<file path="src/rtl/fp_panel_pkg.sv">
package fp_panel_pkg;

  localparam int FP_NUM_MODES = 6;
  localparam int FP_MODE_W    = $clog2(FP_NUM_MODES);
  localparam int FP_LED_W     = FP_NUM_MODES + 2;
  localparam int FP_SEL_W     = 2;

  typedef enum logic [FP_MODE_W-1:0] {
    MODE_IDLE = 3'd0,
    MODE_LDPC = 3'd1,
    MODE_EXAM = 3'd2,
    MODE_DEP  = 3'd3,
    MODE_STEP = 3'd4,
    MODE_RUN  = 3'd5
  } fp_mode_e;

  typedef enum logic [FP_SEL_W-1:0] {
    DSEL_PC = 2'd0,
    DSEL_IR = 2'd1,
    DSEL_AC = 2'd2,
    DSEL_SW = 2'd3
  } fp_dsel_e;

  typedef struct packed {
    logic step;
    logic ldpc;
    logic dep;
    logic exam;
    logic pcinc;
  } fp_strobe_t;

endpackage

</file>
<file path="src/rtl/fp_rise_detect.sv">
module fp_rise_detect #(
  parameter int N = 2
) (
  input  logic         clk,
  input  logic         rst_n,
  input  logic [N-1:0] lvl,
  output logic [N-1:0] rise
);
  // one history flop per button
  for (genvar i = 0; i < N; i++) begin : g_btn
    logic prev_q;
    always_ff @(posedge clk) begin
      if (!rst_n) prev_q <= 1'b0;
      else        prev_q <= lvl[i];
    end
    assign rise[i] = lvl[i] & ~prev_q;
  end
endmodule

</file>
<file path="src/rtl/fp_mode_ring.sv">
module fp_mode_ring
  import fp_panel_pkg::*;
#(
  parameter int NUM_MODES = FP_NUM_MODES
) (
  input  logic                 clk,
  input  logic                 rst_n,
  input  logic                 adv,
  output logic [FP_MODE_W-1:0] mode
);
  localparam logic [FP_MODE_W-1:0] LAST = FP_MODE_W'(NUM_MODES - 1);

  always_ff @(posedge clk) begin
    if (!rst_n)
      mode <= '0;
    else if (adv)
      mode <= (mode == LAST) ? '0 : mode + 1'b1;
  end
endmodule

</file>
<file path="src/rtl/fp_op_seq.sv">
module fp_op_seq
  import fp_panel_pkg::*;
(
  input  logic                 clk,
  input  logic                 rst_n,
  input  logic [FP_MODE_W-1:0] mode,
  input  logic                 act_rise,
  input  logic                 cpu_halt,
  output logic                 running,
  output fp_strobe_t           stb
);
  logic inc_pend;

  always_ff @(posedge clk) begin
    if (!rst_n) begin
      running  <= 1'b0;
      stb      <= '0;
      inc_pend <= 1'b0;
    end else begin
      stb       <= '0;
      stb.pcinc <= inc_pend;
      inc_pend  <= 1'b0;
      if (act_rise) begin
        case (mode)
          MODE_RUN:  running <= ~running;
          MODE_STEP: stb.step <= ~running;
          MODE_LDPC: stb.ldpc <= ~running;
          MODE_DEP: begin
            stb.dep  <= ~running;
            inc_pend <= ~running;
          end
          MODE_EXAM: begin
            stb.exam <= ~running;
            inc_pend <= ~running;
          end
          default: ;
        endcase
      end
      // a halt from the processor wins over a start request
      if (cpu_halt) running <= 1'b0;
    end
  end
endmodule

</file>
<file path="src/rtl/fp_panel_ctrl.sv">
module fp_panel_ctrl
  import fp_panel_pkg::*;
(
  input  logic                clk,
  input  logic                rst_n,
  input  logic                sel_btn,
  input  logic                act_btn,
  input  logic                ent_btn,
  input  logic                cpu_q,
  input  logic                cpu_halt,
  output logic [FP_LED_W-1:0] led,
  output logic                run_level,
  output logic                step_pulse,
  output logic                ldpc_pulse,
  output logic                dep_pulse,
  output logic                exam_pulse,
  output logic                pcinc_pulse,
  output logic                ir_halt_force,
  output logic [FP_SEL_W-1:0] disp_sel
);
  localparam int NBTN = 2;

  logic [NBTN-1:0]      rise;
  logic [FP_MODE_W-1:0] mode;
  logic                 running;
  fp_strobe_t           stb;

  fp_rise_detect #(.N(NBTN)) u_rise (
    .clk  (clk),
    .rst_n(rst_n),
    .lvl  ({act_btn, sel_btn}),
    .rise (rise)
  );

  fp_mode_ring #(.NUM_MODES(FP_NUM_MODES)) u_ring (
    .clk  (clk),
    .rst_n(rst_n),
    .adv  (rise[0]),
    .mode (mode)
  );

  fp_op_seq u_ops (
    .clk     (clk),
    .rst_n   (rst_n),
    .mode    (mode),
    .act_rise(rise[1]),
    .cpu_halt(cpu_halt),
    .running (running),
    .stb     (stb)
  );

  for (genvar m = 0; m < FP_NUM_MODES; m++) begin : g_led
    assign led[m] = (mode == FP_MODE_W'(m));
  end
  assign led[FP_NUM_MODES]     = running;
  assign led[FP_NUM_MODES + 1] = cpu_q;

  always_comb begin
    if (ent_btn)
      disp_sel = DSEL_SW;
    else begin
      case (mode)
        MODE_LDPC, MODE_DEP: disp_sel = DSEL_PC;
        MODE_EXAM:           disp_sel = DSEL_IR;
        default:             disp_sel = DSEL_AC;
      endcase
    end
  end

  assign ir_halt_force = (mode == MODE_DEP) || (mode == MODE_EXAM);
  assign run_level     = running;
  assign step_pulse    = stb.step;
  assign ldpc_pulse    = stb.ldpc;
  assign dep_pulse     = stb.dep;
  assign exam_pulse    = stb.exam;
  assign pcinc_pulse   = stb.pcinc;
endmodule

</file>
<file path="config.mk">
export PLATFORM = sky130hd
export DESIGN_NAME = fp_panel_ctrl
export DESIGN_NICKNAME = d
export VERILOG_FILES = /design/src/rtl/fp_panel_pkg.sv /design/src/rtl/fp_rise_detect.sv /design/src/rtl/fp_mode_ring.sv /design/src/rtl/fp_op_seq.sv /design/src/rtl/fp_panel_ctrl.sv
export SDC_FILE = /design/constraint.sdc
export NUM_CORES = 1
export LEC_CHECK = 0
export CAP_MARGIN = 25
export CORE_AREA = 2 2 39 41
export DETAILED_ROUTE_END_ITERATION = 10
export DIE_AREA = 0 0 41 43
export PLACE_DENSITY = 0.76
export RECOVER_POWER = 50
export SYNTH_ARGS = -nofsm -noshare
export SYNTH_HDL_FRONTEND = slang
export SYNTH_SLANG_ARGS = --single-unit
export TNS_END_PERCENT = 1
</file>
<file path="constraint.sdc">
create_clock -name clk -period 3.9 [get_ports clk]
set_input_delay 0.78 -clock clk [delete_from_list [all_inputs] [get_ports clk]]
set_output_delay 0.78 -clock clk [all_outputs]
set_load 0.005 [all_outputs]
</file>
==> run_results.csv, run 1 <==
group,metric,value,unit
sta,tightestPinTransition,0.303,ns
layout,layoutNonFillerInstCount,91,
power,p_comb_frac,0.136,
floorplan,fp.dieH,43,um
clocking,cts_tree,"built",
power,p_seq_frac,0.498,
route,avgViaCountPerCell,4.66,
global_routing,grt_pass1_wl,1.46,mm
worst_setup_path,cp.buffers_inverters,2,
route,drt_first_iter_violations,8,
sta,clock_skew,0.00724,ns
layout,diodes,0,
layout,fin_util,0.539,
job,drv_cap,0,
floorplan,core_area,1380,um2
power,p_clk_frac,0.366,
worst_setup_path,cp_cell_sequence,"clkdlybuf4s50_1 > or2_2 > clkdlybuf4s50_1",
sta,max-slew-margin-rel,0.798,
sta,period_share,0.694,
power,p_sw,56.9,uW
global_routing,track_usage,0.122,
clocking,clock_latency,0.27,ns
worst_setup_path,rr_endpoint,"u_ring.mode[2]",
worst_setup_path,cpLargestDelayFamily,"buffers and inverters",
logic_synthesis,ys_seq_elements,12,
logic_synthesis,syn_avg_cell_area,9.42,um2
sta,fin_setup_tns,0,ns
place,gp_congestion,0.716,
logic_synthesis,ys_top_cells_by_area,"dfxtp_1 (48%), and2_1 (5.0%), nand3b_1 (4.5%)",
clocking,clock_path_buffers,2,
layout,area_growth,49.4,%
sta,setup_viol,0,
worst_setup_path,reg2reg_slack,2.42,ns
place,place_ws,1.19,ns
clocking,holdBufCountCts,0,
global_routing,grt_pass1_vias,355,
power,ir_worst_vdd,146,uV
logic_synthesis,yosysWarnings,0,
worst_setup_path,arrival,1.93,ns
worst_setup_path,cp-startpoint,"ent_btn",
worst_setup_path,critPathSlowestCell,"clkdlybuf4s50_1",
hold_path,hold_path.class,"reg -> reg",
logic_synthesis,synthCells,53,
global_routing,grt-ovfl-total,0,
sta,finalHoldViolCount,0,
power,swShare,0.216,
sta,rsz0062_at_grt,"false",
clocking,cts.sinks,12,
clocking,cts_resized,0,
logic_synthesis,synth_nets,61,
route,route.antenna.remaining_nets,0,
clocking,post-cts-setup-buffer-count,0,
floorplan,rows,14,
global_routing,grt_max_degree,10,
outcome,status,"completed",
logic_synthesis,yosysMostFrequentCell,"dfxtp_1",
route,routed_wl,931,um
sta,max_freq,0.369,GHz
floorplan,start_util,0.361,
sta,layout_setup_ws,1.19,ns
floorplan,io_pins,24,
worst_setup_path,critPathMaxFanout,2,
route,routedWlPerCell,10.2,um
logic_synthesis,synthArstFlopShare,0,
power,power_density,353,nW/um2
logic_synthesis,synthTopCellsByCount,"dfxtp_1 (12), inv_1 (5), nor2_1 (5)",
clocking,cts_made_buffers,3,
global_routing,antenna_found_initial,0,
route,drc_errors,0,
logic_synthesis,synth_top_area_cell,"dfxtp_1",
worst_setup_path,path_common_cell,"clkdlybuf4s50_1",
worst_setup_path,cp.required,3.12,ns
worst_setup_path,setup.worst_path.end,"disp_sel[0]",
route,vias,424,
logic_synthesis,synth_top_area_share,0.481,
logic_synthesis,synthFlopType,"dfxtp_1",
sta,fin_crit,2.71,ns
logic_synthesis,netlist_area,499,um2
worst_setup_path,r2r_cells,4,
floorplan,dieArea,1760,um2
sta,whs,0.440,ns
place,dpl.hpwl,724,um
worst_setup_path,crit_cells,3,
worst_setup_path,critPathKind,"in -> out",
worst_setup_path,slowest_delay,0.44,ns
place,dp.cells,87,
route,drtPass1Iterations,4,
worst_setup_path,worstSetupEndpointType,"primary output",
clocking,root_buffer,"clkbuf_4",
sta,maxSlewViolCount,0,
layout,layout-drive-gt1-share,0.0933,
logic_synthesis,synth.distinct_cells,23,
power,intPower,206,uW
worst_setup_path,rr_startpoint,"u_ring.mode[0]",
floorplan,die_w,41,um
clocking,h-tree-depth,1,
logic_synthesis,seq_area_frac_synth,0.481,
layout,fin_nets,84,
worst_setup_path,critPathLaunchType,"input port",
power,p_leak,0.000314,uW
clocking,clkTransAtPathRegs,0.07,ns
place,io_buffers,21,
logic_synthesis,synth_edf_count,0,
==> flip-flops by register name, summed over array words and instances (netlist names) <==
signal	cells
u_ops.stb	5
u_ring.mode	3
u_rise.g_btn.prev_q	2
u_ops.inc_pend	1
u_ops.running	1
==> per-stage QoR <==
stage                     instance area, um2  power, uW
final                                    746        263
after global routing                     746        278
after CTS                                746        268
after detailed placement                 709        171
after global placement                   709        170
after floorplan                          499        150
==> final cells by class <==
cell class | count | area (um2)
Multi-Input combinational cell | 33 | 220
Fill cell | 125 | 638
Tap cell | 16 | 20.0
Clock buffer | 4 | 36.3
Timing Repair Buffer | 21 | 210
Sequential cell | 12 | 240
Inverter | 5 | 18.8
==> power by group through the flow <==
stage / clock [uW] / sequential [uW] / combinational [uW]
final: 96.2 / 131 / 35.8
after floorplan: 0 / 131 / 19.0
after detailed placement: 0 / 134 / 36.7
after global routing: 106 / 132 / 39.8
after CTS: 99.9 / 131 / 37.0
after global placement: 0 / 134 / 36.3
==> worst min path at each step <==
stage | startpoint | to | slack (ns) | cells past startpoint
2_1_floorplan | u_rise.g_btn[1].prev_q | u_ops.stb[1] | 0.41 | 1
3_3_place_gp | u_ops.inc_pend | u_ops.stb[0] | 0.42 | 1
3_5_place_dp | u_ops.inc_pend | u_ops.stb[0] | 0.43 | 1
4_1_cts | u_ops.inc_pend | u_ops.stb[0] | 0.45 | 1
5_1_grt | u_rise.g_btn[1].prev_q | u_ops.stb[1] | 0.48 | 1
6_report | u_ops.inc_pend | u_ops.stb[0] | 0.44 | 1
==> placed cells by master (no fill, tap or decap), types with 2 or more instances in the layout <==
cell type and n:
and2_1 3, nand3b_1 3, or3_1 2, inv_1 5, clkbuf_4 3, mux2i_1 2, dlygate4sd3_1 4, nor3_1 2
nand2_1 3, dfxtp_1 12, nor2_1 5, clkdlybuf4s50_1 17
==> logic make-up (layout without fill, tap and decap cells) <==
| group | Yosys count | after routing | share of synthesized area |
|---|---|---|---|
| simple gates | 27 | 27 | 0.328 |
| flops | 12 | 12 | 0.481 |
| buf+inv | 8 | 30 | 0.0777 |
| compound gates | 2 | 2 | 0.0301 |
| mux | 2 | 2 | 0.0401 |
| fa+ha+maj | 1 | 1 | 0.0251 |
| xor+xnor | 1 | 1 | 0.0175 |
==> layer usage <==
metal,GRT usage,up-vias,share of wire
met3,0.0209,0,0.078
li1,-,217,-
met4,0.0800,0,0
met1,0.160,185,0.47
met2,0.175,22,0.46
met5,0,-,0
No activity file was read; power rests on OpenSTA's default activity.
==> run 2, diff against run 1 <==
--- a/config.mk
+++ b/config.mk
@@ -6,10 +6,9 @@
 export NUM_CORES = 1
 export LEC_CHECK = 0
 export CAP_MARGIN = 25
-export CORE_AREA = 2 2 39 41
+export CORE_UTILIZATION = 34
 export DETAILED_ROUTE_END_ITERATION = 10
-export DIE_AREA = 0 0 41 43
-export PLACE_DENSITY = 0.76
+export PLACE_DENSITY = 0.73
 export RECOVER_POWER = 50
 export SYNTH_ARGS = -nofsm -noshare
 export SYNTH_HDL_FRONTEND = slang
==> constraint.sdc (replaced) <==
create_clock -name clk -period 2.4 [get_ports clk]
set_input_delay 0.48 -clock clk [delete_from_list [all_inputs] [get_ports clk]]
set_output_delay 0.48 -clock clk [all_outputs]
set_load 0.005 [all_outputs]
==> run 2 against run 1 <==
  * Power increased by 64%
  * Critical endpoint is now disp_sel[1]
  * Final area up 1.3%
  * Critical path type is now reg -> out
  * Global-route usage grew 1.6 points
  * Largest power group unchanged
  * Sequential share of layout area is 0.26 points lower
==> run_results.csv, run 2 (same netlist as run 1, synthesis figures left out) <==
group,metric,value,unit
layout,regMostFlops,"u_ops.stb",
clocking,clock_path_buffers,2,
global_routing,grt-ovfl-total,0,
route,routed_wl,953,um
place,io_buffers,21,
route,route.antenna.remaining_nets,0,
route,routedWlPerCell,10.5,um
worst_setup_path,worstSetupEndpointType,"primary output",
layout,diodes,0,
floorplan,start_util,0.374,
worst_setup_path,critPathSlowestCell,"clkdlybuf4s50_1",
place,dpl.hpwl,706,um
worst_setup_path,rr_endpoint,"u_ring.mode[2]",
worst_setup_path,cp_cell_sequence,"and2_0 > ha_1 > nor2_2 > a21o_1 > clkdlybuf4s50_1",
layout,fill_cells,128,
worst_setup_path,slowest_delay,0.50,ns
global_routing,grt_pass1_wl,1.39,mm
worst_setup_path,setup.worst_path.end,"disp_sel[1]",
global_routing,grt_max_degree,9,
route,drtPass1Iterations,4,
clocking,root_buffer,"clkbuf_4",
sta,fin_crit,2.30,ns
job,drv_cap,0,
sta,fin_setup_tns,0,ns
sta,max-slew-margin-rel,0.812,
worst_setup_path,critPathKind,"reg -> out",
route,drt_first_iter_violations,1,
layout,multiInputGateArea,223,um2
clocking,cts_made_buffers,3,
sta,whs,0.435,ns
power,ir_worst_vdd,487,uV
worst_setup_path,cp.buffers_inverters,1,
floorplan,die_w,40.3,um
power,total_power,431,uW
sta,finalHoldViolCount,0,
clocking,post-cts-setup-buffer-count,0,
floorplan,fp.dieH,40.3,um
layout,final_common_cell,"clkdlybuf4s50_1",
layout,reg.largest.list,"u_ops.stb: 5 flops, u_ring.mode: 3 flops, u_rise.g_btn.prev_q: 2 flops",
route,drc_errors,0,
clocking,h-tree-depth,1,
outcome,status,"completed",
global_routing,grt_pass1_vias,337,
clocking,cts_tree,"built",
floorplan,rows,13,
sta,period_share,0.959,
worst_setup_path,arrival,1.82,ns
worst_setup_path,critPathMaxFanout,8,
floorplan,core_area,1330,um2
power,p_leak,0.000320,uW
hold_path,hold_path.class,"reg -> reg",
clocking,clkTransAtPathRegs,0.07,ns
power,power_density,570,nW/um2
layout,layout-drive-gt1-share,0.132,
floorplan,io_pins,24,
sta,max_freq,0.434,GHz
worst_setup_path,r2r_cells,4,
clocking,cts.sinks,12,
global_routing,track_usage,0.138,
worst_setup_path,cp-startpoint,"u_ring.mode[1]",
route,vias,408,
global_routing,antenna_found_initial,0,
layout,largest_register_ffs,5,
sta,tightestPinTransition,0.281,ns
floorplan,dieArea,1630,um2
sta,maxSlewViolCount,0,
worst_setup_path,cp.required,1.92,ns
worst_setup_path,critPathLaunchType,"flop",
layout,final-seq-area,241,um2
clocking,clock_latency,0.27,ns
layout,area_growth,51.4,%
layout,fin_util,0.567,
layout,fin_nets,85,
worst_setup_path,crit_cells,5,
sta,clock_skew,0.00332,ns
layout,post-route-cell-area,756,um2
route,avgViaCountPerCell,4.48,
place,gp_congestion,0.768,
layout,final_cell_mix,"clkdlybuf4s50_1 (17), dfxtp_1 (11), inv_1 (5)",
worst_setup_path,rr_startpoint,"u_ring.mode[1]",
sta,setup_viol,0,
worst_setup_path,cpLargestDelayFamily,"buffers and inverters",
worst_setup_path,reg2reg_slack,1.00,ns
place,place_area,716,um2
run 2: cell type report:
type	count	share of cell area
Inverter	5	0.0248
Clock buffer	4	0.0480
Timing Repair Buffer	22	0.288
Multi-Input combinational cell	33	0.295
Tap cell	15	0.0248
Sequential cell	12	0.320
run 2: what timing repair did:
action                     4_1_cts  5_1_grt
setup endpoints to repair        0        1
resized for setup                0        2
hold buffers                     0        0
run 2: stage by stage:
| step | setup WS [ns] | cells |
|---|---|---|
| floorplan | 0.829 | 53 |
| global placement | 0.304 | 87 |
| detailed placement | 0.293 | 87 |
| CTS | 0.0445 | 91 |
| global route | -0.00319 | 91 |
| finish | 0.0980 | 91 |
run 2: how the worst min path moves through the flow:
stage	endpoint	cells after the start	start
2_1_floorplan	u_ops.stb[1]	1	u_rise.g_btn[1].prev_q
3_3_place_gp	u_ops.stb[0]	1	u_ops.inc_pend
3_5_place_dp	u_ops.stb[1]	1	u_rise.g_btn[1].prev_q
4_1_cts	u_ops.stb[1]	1	u_rise.g_btn[1].prev_q
5_1_grt	u_ops.stb[1]	1	u_rise.g_btn[1].prev_q
6_report	u_ops.stb[1]	1	u_rise.g_btn[1].prev_q
run 2: where the power goes:
group / switching, uW / total, uW / internal (uW) / leakage, uW
combinational: 25.1 / 65.6 / 40.5 / 0.000201
sequential: 4.06 / 209 / 205 / 0.0000981
clock: 63.8 / 156 / 92.3 / 0.0000210
total: 92.9 / 431 / 338 / 0.000320
run 2: layer usage:
metal  track usage  vias up  part of all wire
li1              -      217                 -
met1         0.164      174              0.45
met2         0.190       17              0.45
met3        0.0833        0             0.097
met4        0.0750        0                 0
met5             0        -                 0
==> run 3, diff against run 2 <==
--- a/config.mk
+++ b/config.mk
@@ -6,11 +6,12 @@
 export NUM_CORES = 1
 export LEC_CHECK = 0
 export CAP_MARGIN = 25
-export CORE_UTILIZATION = 34
+export CORE_UTILIZATION = 35
 export DETAILED_ROUTE_END_ITERATION = 10
-export PLACE_DENSITY = 0.73
+export PLACE_DENSITY = 0.72
 export RECOVER_POWER = 50
 export SYNTH_ARGS = -nofsm -noshare
 export SYNTH_HDL_FRONTEND = slang
+export SYNTH_HIERARCHICAL = 1
 export SYNTH_SLANG_ARGS = --single-unit
 export TNS_END_PERCENT = 1
==> run 3 against run 2 <==
  * Fmax grew 5.4%
  * Count of clock-buffer cells in the layout is the same
  * Sequential share of layout area shrank 1.4 points
  * Setup slack gained 0.12 ns
  * Synthesized cell count shrank 5.7%
  * Via count grew 7.8%
  * Critical path depth shrank 3
==> run_results.csv, run 3 <==
group,metric,value,unit
hold_path,hold_path.class,"reg -> reg",
logic_synthesis,synthTopCellsByCount,"dfxtp_1 (12), and2_1 (4), nor3b_1 (4)",
sta,tightestPinTransition,0.499,ns
clocking,cts_resized,0,
outcome,status,"completed",
place,io_buffers,21,
clocking,holdBufCountCts,0,
route,routedWlPerCell,10.7,um
sta,whs,0.447,ns
clocking,root_buffer,"clkbuf_4",
worst_setup_path,crit_cells,2,
sta,setup_viol,0,
global_routing,antenna_found_initial,0,
route,drt_first_iter_violations,5,
worst_setup_path,critPathKind,"reg -> out",
layout,reg.largest.list,"u_ops/stb: 5 flops, u_ring/mode: 3 flops, u_rise/g_btn.prev_q: 2 flops",
floorplan,dieArea,1710,um2
worst_setup_path,r2r_cells,2,
logic_synthesis,synth_edf_count,0,
clocking,clkTransAtPathRegs,0.08,ns
power,intPower,335,uW
sta,max_freq,0.458,GHz
hold_path,hold_depth,1,
layout,regMostFlops,"u_ops/stb",
global_routing,grt_pass1_wl,1.42,mm
logic_synthesis,ys_seq_elements,12,
layout,diodes,0,
worst_setup_path,critPathMaxFanout,18,
worst_setup_path,critPathLaunchType,"flop",
logic_synthesis,synth_top_area_share,0.442,
sta,fin_crit,2.18,ns
worst_setup_path,arrival,1.70,ns
worst_setup_path,cp.buffers_inverters,1,
clocking,clock_latency,0.27,ns
logic_synthesis,synthFlopType,"dfxtp_1",
power,p_comb_frac,0.130,
layout,fin_util,0.575,
place,dp.cells,84,
clocking,cts_tree,"built",
power,p_leak,0.000317,uW
layout,final_cell_mix,"clkdlybuf4s50_1 (18), dfxtp_1 (12), nor3b_1 (4), and2_1 (4)",
route,vias,440,
route,drc_errors,0,
floorplan,start_util,0.397,
place,dpl.hpwl,663,um
sta,finalHoldViolCount,0,
logic_synthesis,seq_area_frac_synth,0.442,
sta,maxSlewViolCount,0,
sta,fin_setup_tns,0,ns
global_routing,grt-ovfl-total,0,
floorplan,io_pins,24,
floorplan,rows,13,
power,p_sw,95.7,uW
clocking,cts.sinks,12,
clocking,clock_path_buffers,2,
layout,largest_register_ffs,5,
clocking,h-tree-depth,1,
sta,max-slew-margin-rel,0.667,
global_routing,grt_pass1_vias,342,
route,route.antenna.remaining_nets,0,
logic_synthesis,ys_top_cells_by_area,"dfxtp_1 (44%), nor3b_1 (5.5%), nor2b_4 (5.1%)",
route,avgViaCountPerCell,5.00,
logic_synthesis,yosysWarnings,6,
logic_synthesis,synth_nets,57,
logic_synthesis,synthCells,50,
logic_synthesis,netlist_area,543,um2
clocking,cts_made_buffers,3,
layout,fill_cells,133,
power,p_seq_frac,0.504,
power,ir_worst_vdd,468,uV
sta,clock_skew,0.00490,ns
sta,period_share,0.910,
floorplan,die_w,41.4,um
worst_setup_path,cpLargestDelayFamily,"flip-flops",
logic_synthesis,yosysMostFrequentCell,"dfxtp_1",
logic_synthesis,syn_avg_cell_area,10.9,um2
global_routing,track_usage,0.136,
worst_setup_path,slowest_delay,0.64,ns
worst_setup_path,cp.required,1.92,ns
route,routed_wl,939,um
route,drtPass1Iterations,3,
floorplan,core_area,1370,um2
job,drv_cap,0,
clocking,post-cts-setup-buffer-count,0,
sta,rsz0062_at_grt,"false",
layout,final_common_cell,"clkdlybuf4s50_1",
place,gp_congestion,0.591,
logic_synthesis,synth_top_area_cell,"dfxtp_1",
worst_setup_path,cp_cell_sequence,"nor3b_1 > clkdlybuf4s50_1",
global_routing,grt_max_degree,19,
power,p_clk_frac,0.365,
floorplan,fp.dieH,41.4,um
power,swShare,0.222,
layout,area_growth,44.7,%
layout,fin_nets,81,
power,total_power,431,uW
worst_setup_path,worstSetupEndpointType,"primary output",
layout,layout-drive-gt1-share,0.123,
logic_synthesis,synthArstFlopShare,0,
worst_setup_path,critPathSlowestCell,"dfxtp_1",
power,power_density,549,nW/um2
layout,layoutNonFillerInstCount,88,
logic_synthesis,synth.distinct_cells,26,
## run 3: through the flow
| stage | area, um2 | worst slack (ns) |
|---|---|---|
| 6_report | 786 | 0.216 |
| 5_1_grt | 786 | 0.111 |
| 4_1_cts | 793 | 0.187 |
| 3_5_place_dp | 757 | 0.340 |
| 3_3_place_gp | 757 | 0.344 |
| 2_1_floorplan | 543 | 1.12 |
## run 3: layout make-up
class / instances / area, um2 / share of cell area
timing repair buffer: 21 / 210 / 0.268
multi-input combinational: 35 / 277 / 0.352
tap: 15 / 18.8 / 0.0239
clock buffer: 4 / 36.3 / 0.0462
inverter: 1 / 3.75 / 0.00478
sequential: 12 / 240 / 0.306
## run 3: cell families (layout without fill, tap and decap cells)
family | count (synthesis) | count (layout) | synth area share
buffers and inverters | 3 | 26 | 0.0345
DFF | 12 | 12 | 0.442
muxes | 1 | 1 | 0.0184
AOI/OAI and AO/OA | 6 | 6 | 0.0783
xor gates and xnor gates | 1 | 1 | 0.0161
and+or+nand+nor | 27 | 27 | 0.410
## run 3: final timing paths
kind                  start              to  slack [ns]
min          u_ops/inc_pend    u_ops/stb[0]        0.45
max          u_ring/mode[0]          led[1]        0.22
min reg2reg  u_ops/inc_pend    u_ops/stb[0]        0.45
max reg2reg  u_ring/mode[1]  u_ring/mode[1]        1.28
## run 3: metal layers
| metal | part of all wire | global-route usage | vias to the layer above |
|---|---|---|---|
| met2 | 0.47 | 0.215 | 14 |
| met4 | 0 | 0.0726 | 0 |
| li1 | - | - | 229 |
| met3 | 0.063 | 0.0798 | 0 |
| met1 | 0.47 | 0.140 | 197 |
| met5 | 0 | 0 | - |
## run 3: worst reg2reg max path, stage by stage, from the launching register on
cell,delay [ns]
dfxtp_1,0.58
and4bb_1,0.27
o21a_1,0.18
## run 3: power groups by stage
stage | registers (uW) | clock network, uW | logic (uW)
final | 217 | 158 | 56.1
after global routing | 219 | 171 | 62.4
after CTS | 218 | 163 | 58.7
after detailed placement | 223 | 0 | 57.9
after global placement | 223 | 0 | 57.5
after floorplan | 220 | 0 | 26.4
